File: config.mk
export PLATFORM = sky130hd
export DESIGN_NAME = ctrl_i2c_target
export DESIGN_NICKNAME = d
export VERILOG_FILES = /design/src/rtl/ctrl_pkg.sv /design/src/rtl/i2c_line_sync.sv /design/src/rtl/i2c_rx_engine.sv /design/src/rtl/cfg_reg_bank.sv /design/src/rtl/ctrl_i2c_target.sv
export SDC_FILE = /design/constraint.sdc
export NUM_CORES = 1
export LEC_CHECK = 0
export ABC_AREA = 1
export CAP_MARGIN = 20
export CORE_MARGIN = 10
export CORE_UTILIZATION = 55
export DETAILED_ROUTE_END_ITERATION = 10
export DONT_BUFFER_PORTS = 1
export PLACE_DENSITY_LB_ADDON = 0.08
export REMOVE_ABC_BUFFERS = 1
export SYNTH_ARGS = -nofsm -noshare
export SYNTH_HDL_FRONTEND = slang
export SYNTH_HIERARCHICAL = 1
export SYNTH_SLANG_ARGS = --single-unit
File: constraint.sdc
create_clock -name clk_i -period 1.65 [get_ports clk_i]
set_input_delay 0.165 -clock clk_i [delete_from_list [all_inputs] [get_ports clk_i]]
set_output_delay 0.165 -clock clk_i [all_outputs]
set_load 0.005 [all_outputs]
File: src/rtl/ctrl_pkg.sv
package ctrl_pkg;
  localparam int BYTE_W = 8;
  typedef enum logic [2:0] {ST_IDLE, ST_ADDR, ST_SUB, ST_DATA, ST_SKIP} rx_state_e;
endpackage

File: src/rtl/i2c_line_sync.sv
module i2c_line_sync #(
  parameter int STAGES = 2
) (
  input  logic clk_i,
  input  logic rst_ni,
  input  logic scl_i,
  input  logic sda_i,
  output logic sda_o,
  output logic scl_rise_o,
  output logic scl_fall_o,
  output logic start_o,
  output logic stop_o
);
  logic [STAGES-1:0] scl_sh, sda_sh;
  logic scl_d, sda_d;

  always_ff @(posedge clk_i or negedge rst_ni) begin
    if (!rst_ni) begin
      scl_sh <= '1;
      sda_sh <= '1;
      scl_d  <= 1'b1;
      sda_d  <= 1'b1;
    end else begin
      scl_sh <= {scl_sh[STAGES-2:0], scl_i};
      sda_sh <= {sda_sh[STAGES-2:0], sda_i};
      scl_d  <= scl_sh[STAGES-1];
      sda_d  <= sda_sh[STAGES-1];
    end
  end

  assign sda_o      = sda_sh[STAGES-1];
  assign scl_rise_o = scl_sh[STAGES-1] & ~scl_d;
  assign scl_fall_o = ~scl_sh[STAGES-1] & scl_d;
  // SDA edge while SCL is stable high
  assign start_o    = scl_sh[STAGES-1] & scl_d & sda_d & ~sda_sh[STAGES-1];
  assign stop_o     = scl_sh[STAGES-1] & scl_d & ~sda_d & sda_sh[STAGES-1];

  a_r1_start_stop_excl: assert property (@(posedge clk_i) disable iff (!rst_ni)
    !(start_o && stop_o));
endmodule

File: src/rtl/i2c_rx_engine.sv
module i2c_rx_engine
  import ctrl_pkg::*;
#(
  parameter logic [6:0] DEV_ADDR = 7'h44,
  parameter int         NUM_REGS = 7,
  parameter int         SUB_W    = 4
) (
  input  logic              clk_i,
  input  logic              rst_ni,
  input  logic              sda_i,
  input  logic              scl_rise_i,
  input  logic              scl_fall_i,
  input  logic              start_i,
  input  logic              stop_i,
  output logic              sda_oe_o,
  output logic              we_o,
  output logic [SUB_W-1:0]  waddr_o,
  output logic [BYTE_W-1:0] wdata_o
);
  localparam logic [SUB_W-1:0] REG_LIM = SUB_W'(NUM_REGS);
  localparam logic [3:0]       ACK_BIT = 4'd8;
  localparam logic [3:0]       ACK_END = 4'd9;

  rx_state_e          st_q;
  logic [3:0]         cnt_q;
  logic [BYTE_W-1:0]  sh_q;
  logic [SUB_W-1:0]   ptr_q;
  logic               inc_q, oe_q, we_q;

  always_ff @(posedge clk_i or negedge rst_ni) begin
    if (!rst_ni) begin
      st_q <= ST_IDLE; cnt_q <= '0; sh_q <= '0; ptr_q <= '0;
      inc_q <= 1'b0; oe_q <= 1'b0; we_q <= 1'b0; wdata_o <= '0; waddr_o <= '0;
    end else begin
      we_q <= 1'b0;
      if (start_i) begin
        st_q <= ST_ADDR; cnt_q <= '0; oe_q <= 1'b0;
      end else if (stop_i) begin
        st_q <= ST_IDLE; cnt_q <= '0; oe_q <= 1'b0;
      end else if (st_q != ST_IDLE) begin
        if (scl_rise_i && cnt_q < ACK_BIT) begin
          sh_q  <= {sh_q[BYTE_W-2:0], sda_i};
          cnt_q <= cnt_q + 4'd1;
        end else if (scl_rise_i && cnt_q == ACK_BIT) begin
          cnt_q <= ACK_END;
        end else if (scl_fall_i && cnt_q == ACK_END) begin
          oe_q  <= 1'b0;
          cnt_q <= '0;
        end else if (scl_fall_i && cnt_q == ACK_BIT) begin
          unique case (st_q)
            ST_ADDR: begin
              if (sh_q[7:1] == DEV_ADDR && !sh_q[0]) begin
                oe_q <= 1'b1; st_q <= ST_SUB;
              end else begin
                st_q <= ST_SKIP;
              end
            end
            ST_SUB: begin
              oe_q  <= 1'b1;
              ptr_q <= sh_q[SUB_W-1:0];
              inc_q <= sh_q[4];
              st_q  <= ST_DATA;
            end
            ST_DATA: begin
              oe_q    <= 1'b1;
              we_q    <= (ptr_q < REG_LIM);
              waddr_o <= ptr_q;
              wdata_o <= sh_q;
              if (inc_q) ptr_q <= ptr_q + 1'b1;
            end
            default: ;
          endcase
        end
      end
    end
  end

  assign sda_oe_o = oe_q;
  assign we_o     = we_q;

  a_r1_start_restarts: assert property (@(posedge clk_i) disable iff (!rst_ni)
    start_i |=> (cnt_q == 4'd0 && st_q == ST_ADDR));
  a_r2_ack_in_slot: assert property (@(posedge clk_i) disable iff (!rst_ni)
    oe_q |-> cnt_q >= ACK_BIT);
  a_r3_silent_when_skipped: assert property (@(posedge clk_i) disable iff (!rst_ni)
    (st_q == ST_SKIP || st_q == ST_IDLE) |-> !oe_q);
  a_r5_ptr_held: assert property (@(posedge clk_i) disable iff (!rst_ni)
    (st_q == ST_DATA && !inc_q) |=> $stable(ptr_q));
endmodule

File: src/rtl/cfg_reg_bank.sv
module cfg_reg_bank
  import ctrl_pkg::*;
#(
  parameter int          NUM_REGS = 7,
  parameter int          SUB_W    = 4,
  parameter logic [7:0]  RST_VAL  = 8'hFE
) (
  input  logic                         clk_i,
  input  logic                         rst_ni,
  input  logic                         we_i,
  input  logic [SUB_W-1:0]             waddr_i,
  input  logic [BYTE_W-1:0]            wdata_i,
  output logic [NUM_REGS*BYTE_W-1:0]   cfg_o
);
  for (genvar k = 0; k < NUM_REGS; k++) begin : g_reg
    always_ff @(posedge clk_i or negedge rst_ni) begin
      if (!rst_ni)
        cfg_o[k*BYTE_W +: BYTE_W] <= RST_VAL;
      else if (we_i && waddr_i == SUB_W'(k))
        cfg_o[k*BYTE_W +: BYTE_W] <= wdata_i;
    end
  end

  a_r7_write_in_range: assert property (@(posedge clk_i) disable iff (!rst_ni)
    we_i |-> waddr_i < SUB_W'(NUM_REGS));
  a_r8_hold_without_write: assert property (@(posedge clk_i) disable iff (!rst_ni)
    !we_i |=> $stable(cfg_o));
endmodule

File: src/rtl/ctrl_i2c_target.sv
module ctrl_i2c_target
  import ctrl_pkg::*;
#(
  parameter logic [6:0] DEV_ADDR = 7'h44,
  parameter int         NUM_REGS = 7,
  parameter int         SUB_W    = 4,
  parameter logic [7:0] RST_VAL  = 8'hFE
) (
  input  logic                       clk_i,
  input  logic                       rst_ni,
  input  logic                       scl_i,
  input  logic                       sda_i,
  output logic                       sda_oe_o,
  output logic [NUM_REGS*8-1:0]      cfg_o
);
  logic sda_s, scl_rise, scl_fall, start, stop, we;
  logic [SUB_W-1:0]  waddr;
  logic [BYTE_W-1:0] wdata;

  i2c_line_sync #(.STAGES(2)) u_sync (
    .clk_i, .rst_ni, .scl_i, .sda_i,
    .sda_o(sda_s), .scl_rise_o(scl_rise), .scl_fall_o(scl_fall),
    .start_o(start), .stop_o(stop)
  );

  i2c_rx_engine #(.DEV_ADDR(DEV_ADDR), .NUM_REGS(NUM_REGS), .SUB_W(SUB_W)) u_rx (
    .clk_i, .rst_ni, .sda_i(sda_s), .scl_rise_i(scl_rise), .scl_fall_i(scl_fall),
    .start_i(start), .stop_i(stop), .sda_oe_o,
    .we_o(we), .waddr_o(waddr), .wdata_o(wdata)
  );

  cfg_reg_bank #(.NUM_REGS(NUM_REGS), .SUB_W(SUB_W), .RST_VAL(RST_VAL)) u_bank (
    .clk_i, .rst_ni, .we_i(we), .waddr_i(waddr), .wdata_i(wdata), .cfg_o
  );
endmodule

# Word-level counts from Yosys, hierarchy flattened
# Cells that the tools add are included.
# word_totals
ff_bits	96
word_cells	121
in_bits	4
output_inout_bits	57
# classes
n_bitwise	16
order_cmp	2
mux	34
n_eq_ne	17
addsub	2
reduce_logical	30
# op_table
operator	n
2-to-1 mux 4 bit	7
2-to-1 mux 3 bit	8
2-to-1 mux 1 bit	16
AND reduction 8 bit	2
equality test 4 x 3 -> 1 bit (second input constant)	3
logical AND 1 bit	12
AND reduction 6 bit	2
nonzero test 5 bit	2
inequality test 3 bit (second input constant)	3
NOT 1 bit	9
AND reduction 9 bit	1
nonzero test 3 bit	3
adder 4 x 1 -> 4 bit (second input constant)	2
equality test 4 x 2 -> 1 bit (second input constant)	2
equality test 4 bit (second input constant)	2
one-hot mux 4 bit (2 select lines)	1
nonzero test 4 bit	2
bitwise AND 1 bit	7
equality test 7 bit (second input constant)	1
equality test 3 x 2 -> 1 bit (second input constant)	2
one-hot mux 3 bit (2 select lines)	1
inequality test 5 x 3 -> 1 bit (second input constant)	1
equality test 4 x 1 -> 1 bit (second input constant)	1
logical NOT 4 bit	1
10 further kinds	10

# Logic depth before layout (Yosys ltp)
# depth
ltp_word	11
depth_mapped	12

# Cells and area by module
# Netlist, hierarchy kept.
# by_module_without_submodules
module	seq_area_each_um2	instances	area_each_um2	cells_each
cfg_reg_bank	1462.7	1	2514.9	272
i2c_rx_engine	850.8	1	1833.0	225
i2c_line_sync	157.7	1	198.9	17

# Least setup slack after synthesis
# No wires, ideal clock.
# synth_path
path_kind	reg2reg
start	register u_sync.sda_sh[1]
end	register u_rx.inc_q
path_slack_ns	0.049
arrival_ns	1.485
path_buffers	1
required_time_ns	1.534
setup_ns	0.116
path_stages_with_launch	13
cell_sequence	dfstp_2 inv_1 nand2_1 nor2_1 nor2_4 inv_2 nor2_2 nand3_2 nor2_2 buf_6 nand2_1 nand2_1 nand2_1
# synth_via
elab_chain_cells	4
word_cells_on_any_way	6
classes_between	5 x bitwise; 1 x reduce/logical
# synth_rtl
element	line	text
start, declared	i2c_line_sync.sv:14	logic [STAGES-1:0] scl_sh, sda_sh;
start signal, assigned	i2c_line_sync.sv:25	sda_sh <= {sda_sh[STAGES-2:0], sda_i};
NOT 1 bit	i2c_line_sync.sv:35	assign start_o = scl_sh[STAGES-1] & scl_d & sda_d & ~sda_sh[STAGES-1];
bitwise AND 1 bit	i2c_line_sync.sv:35	
named net start	ctrl_i2c_target.sv:16	logic sda_s, scl_rise, scl_fall, start, stop, we;
NOT 1 bit (no source line)	-	
AND reduction 8 bit (no source line)	-	
end signal, assigned	i2c_rx_engine.sv:61	inc_q <= sh_q[4];
end, declared	i2c_rx_engine.sv:28	logic inc_q, oe_q, we_q;
# The timed path passes the listed nets, and every way through them passes these cells.
# A chain may end at the register's enable or synchronous reset.

# Worst setup path in the final report
# layout_path
start	register u_sync.scl_d
end	register u_rx.cnt_q[0]
# layout_via
word_cells_on_any_way	19
classes_between	5 x mux; 8 x bitwise; 6 x reduce/logical
# layout_lines
element	line	text
start, declared	i2c_line_sync.sv:15	logic scl_d, sda_d;
start signal, assigned	i2c_line_sync.sv:26	scl_d <= scl_sh[STAGES-1];
bitwise AND 1 bit	i2c_line_sync.sv:33	assign scl_fall_o = ~scl_sh[STAGES-1] & scl_d;
named net scl_fall	ctrl_i2c_target.sv:16	
logical AND 1 bit	i2c_rx_engine.sv:46	end else if (scl_fall_i && cnt_q == ACK_END) begin
nonzero test 5 bit (no source line)	-	
AND reduction 2 bit (no source line)	-	
end signal, assigned	i2c_rx_engine.sv:43	cnt_q <= cnt_q + 4'd1;
end, declared	i2c_rx_engine.sv:25	logic [3:0] cnt_q;
# The timed path passes the listed nets, and every way through them passes these cells. The select of a mux whose other input is x is not followed.

==> impl_metrics.yaml <==
finish:
  fin_nets: 546
  multiInputGateArea_um2: 1910
  final_cell_area_um2: 5180
  drive_above_1_share_pct: 29.7
  area_growth_pct: 13.9
  final.fill_count: 702
  diodes: 0
  regArea_um2: 2470
synth:
  synth_top_area_share_pct: 31.8
  synth_flop_cell: "dfstp_2"
  synth.distinct_cells: 28
  yosys-top-cells-area: "dfstp_2 (32%), dfrtp_1 (23%), nand2_1 (16%)"
  ys_seq_area_share_pct: 54.3
  synth.avg_cell_area_um2: 8.85
  ys_ff_latch: 96
  synth.largest_area_cell: "dfstp_2"
  ys_warn_count: 6
  netlist_instances: 514
  async_flop_share_pct: 100
  synth_edf_count: 0
  synth_common_cells: "nand2_1 (191), dfstp_2 (55), inv_1 (47), dfrtp_1 (41), nand4_1 (33)"
  post-synth-top-count-cell: "nand2_1"
  syn_area_um2: 4550
timing:
  fin_crit_ns: 1.65
  final.setup_skew_ns: 0.0141
  fmax_mhz: 606
  hold_viol_final: 96
  final.setup.tns_ns: -0.000310
  drv_slew: 0
  grt_setup_unrepaired: "true"
  post-route-period-util_pct: 100
  setup_viol: 1
  hold-worst-slack_ns: -0.507
  relSlewSlack_pct: 66.6
  tightestPinTransition_ns: 0.501
  fin_ws_ns: -0.000310
run_status:
  violations: "negative hold slack, negative setup slack"
  status: "finished, violations left"
setup_path:
  worst-path-buf-inv: 2
  critPathMaxStageDelay_ns: 0.56
  r2r_start: "u_sync/scl_d$_DFF_PN1_"
  path_cells: "inv_1 -> nor2_2 -> nand2_1 -> nor2_1 -> buf_4 -> nor2_2 -> nand3_2 -> o21ai_0 -> nand2_1 -> o21ai_0"
  crit_start: "u_sync/scl_d$_DFF_PN1_"
  slowest_stage: "dfstp_2"
  worst_setup_path_end_kind: "flop"
  path_delay_family: "flip-flops"
  startpoint_type: "flop"
  required_ns: 1.86
  cp_max_fo: 4
  critPathKind: "reg2reg"
  worst_ep_arrival_time_ns: 1.86
power:
  p_sw_uw: 1230
  swShare_pct: 25.4
  intPower_uw: 3590
  p_per_area_nw_per_um2: 931
  clockPowerShare_pct: 36.6
  pwr-share-seq_pct: 53.2
  p_comb_share_pct: 10.1
  ir_drop_uv: 561
  p_leak_uw: 0.00243
drt:
  first_iter_violations: 132
  vias_per_cell: 5.25
  remaining_drc_errors: 0
  drt.antenna.violating_nets: 0
  routedWlPerCell_um: 15.7
  vias: 3395
  dr.pass1.iters: 4
  routed_wl_um: 10200
cts:
  clkLatencyLatePin_ns: 0.35
  clock_sinks: 96
  clock_path_buffers: 2
  cts_max_level: 3
  hold_buffers: 2
  cts_tree: "yes"
  clkTransAtPathRegs_ns: 0.10
  cts_buffers: 9
  clockRootBuffer: "clkbuf_8"
global_routing:
  grt_max_degree: 97
  grt_pass1_wl_um: 16700
  grt_usage_pct: 16.1
  grt_overflow: 0
  grt_pass1_vias: 3182
  antenna_found_initial: 0
floorplanning:
  initial_utilization_pct: 55.9
  die_h_um: 111
  die_w_um: 111
  num_rows: 33
  core_um2: 8130
  ios: 61
  die_area_um2: 12300
placement:
  globalplace.congestion: 0.874
  io_buffers: 0
  hpwl_um: 6980
  place_area_um2: 4750
hold_path:
  hold_class: "in2async"
run:
  cap_violations: 0
==> flip-flops by register name, indices dropped and copies added (netlist names), 2 cells and up <==
signal,count
u_bank/cfg_o,56
u_rx/sh_q,8
u_rx/wdata_o,8
u_rx/cnt_q,4
u_rx/ptr_q,4
u_rx/waddr_o,4
u_rx/st_q,3
u_sync/scl_sh,2
u_sync/sda_sh,2
==> through the flow <==
stage / hold WS [ns] / utilization, % / cells / setup WS, ns / total power (uW)
after floorplan: -0.131 / - / 501 / -0.184 / 2900
after global placement: -0.128 / 58.4 / 626 / 0.0136 / 3040
after detailed placement: -0.128 / 58.4 / 626 / -0.0564 / 3050
after CTS: -0.521 / 61.9 / 645 / 0.00278 / 4840
after global routing: -0.544 / 63.7 / 647 / -0.104 / 5060
final: -0.507 / 63.7 / 647 / -0.000310 / 4820
==> worst reg2reg max path, cell delays in order, from the launching register on <==
cell	delay, ns
dfstp_2	0.56
inv_1	0.05
nor2_2	0.10
nand2_1	0.06
nor2_1	0.15
buf_4	0.14
nor2_2	0.04
nand3_2	0.09
o21ai_0	0.16
nand2_1	0.09
o21ai_0	0.08
==> kinds of logic (layout without fill, tap and decap cells) <==
kind of cell,count (synthesis),in the layout,synth area share (%)
xor gates and xnor gates,1,1,0.193
and+or+nand+nor,306,306,31.9
AOI/OAI and AO/OA,42,42,6.16
DFF,96,96,54.3
buffers and inverters,65,93,6.27
adders and majority gates,4,4,1.10
==> cell usage in the layout, fill, tap and decap left out, types with 2 or more instances in the layout <==
cell type	synthesis	routed
o21ai_0	9	9
dfrtp_1	41	41
o21ai_2	8	8
nand3_1	20	13
nor2_1	22	17
inv_1	47	46
o21bai_1	16	16
o21ai_1	7	7
buf_4	0	20
bufinv_16	0	2
nand2_2	11	10
nand2_4	0	6
a21oi_1	2	2
buf_6	4	2
nand4_1	33	33
inv_6	0	2
nor3_1	2	2
ha_1	4	4
nor2_2	6	7
clkbuf_16	0	2
nand3_4	1	2
nand2_1	191	186
clkbuf_8	0	9
dlygate4sd3_1	0	2
inv_2	4	5
dfstp_2	55	55
nand3_2	9	15
nor2_4	7	11
==> worst paths after layout <==
path                                                to  slack, ns  cells past startpoint
setup / recovery             u_rx/cnt_q[0]$_DFFE_PN0P_    -0.0003                     10
hold / removal             u_bank/cfg_o[8]$_DFFE_PN0P_      -0.51                      0
setup reg to reg             u_rx/cnt_q[0]$_DFFE_PN0P_    -0.0003                     10
hold reg to reg             u_sync/scl_sh[1]$_DFF_PN1_       0.36                      0
max in group asynchronous  u_bank/cfg_o[2]$_DFFE_PN1P_       1.91                      0
min in group clk_i          u_sync/scl_sh[1]$_DFF_PN1_       0.36                      0
==> per-layer routing <==
layer | vias to the layer above | routed length, um | track usage, % | part of all wire (%)
met5 | - | 0 | 0 | 0
met4 | 0 | 73 | 3.47 | 0.72
met3 | 9 | 834 | 5.14 | 8.2
met2 | 79 | 4960 | 26.3 | 49
met1 | 1619 | 4310 | 20.2 | 42
li1 | 1688 | - | - | -
==> area by class of cell <==
class,count,area share [%]
well taps,105,2.54
inverters,52,3.77
multi-input cells,353,36.9
clock inverters,5,1.64
repair buffers,26,4.59
flip-flops and latches,96,47.7
clock buffers,10,2.88
==> power groups by stage <==
stage / Sequential, uW / Combinational, uW / Clock (uW)
2_1_floorplan: 2580 / 322 / 0
6_report: 2560 / 489 / 1770
3_3_place_gp: 2600 / 438 / 0
3_5_place_dp: 2600 / 447 / 0
5_1_grt: 2580 / 559 / 1910
4_1_cts: 2560 / 467 / 1810
==> timing repair <==
item,4_1_cts,5_1_grt
buffers inserted,2,1
endpoints found under the setup margin,12,34
endpoints found under the hold margin,98,96
cloned,0,1
pin swaps,2,14
gates resized for setup,4,27
Note: power is estimated with default switching activity, not from simulation.
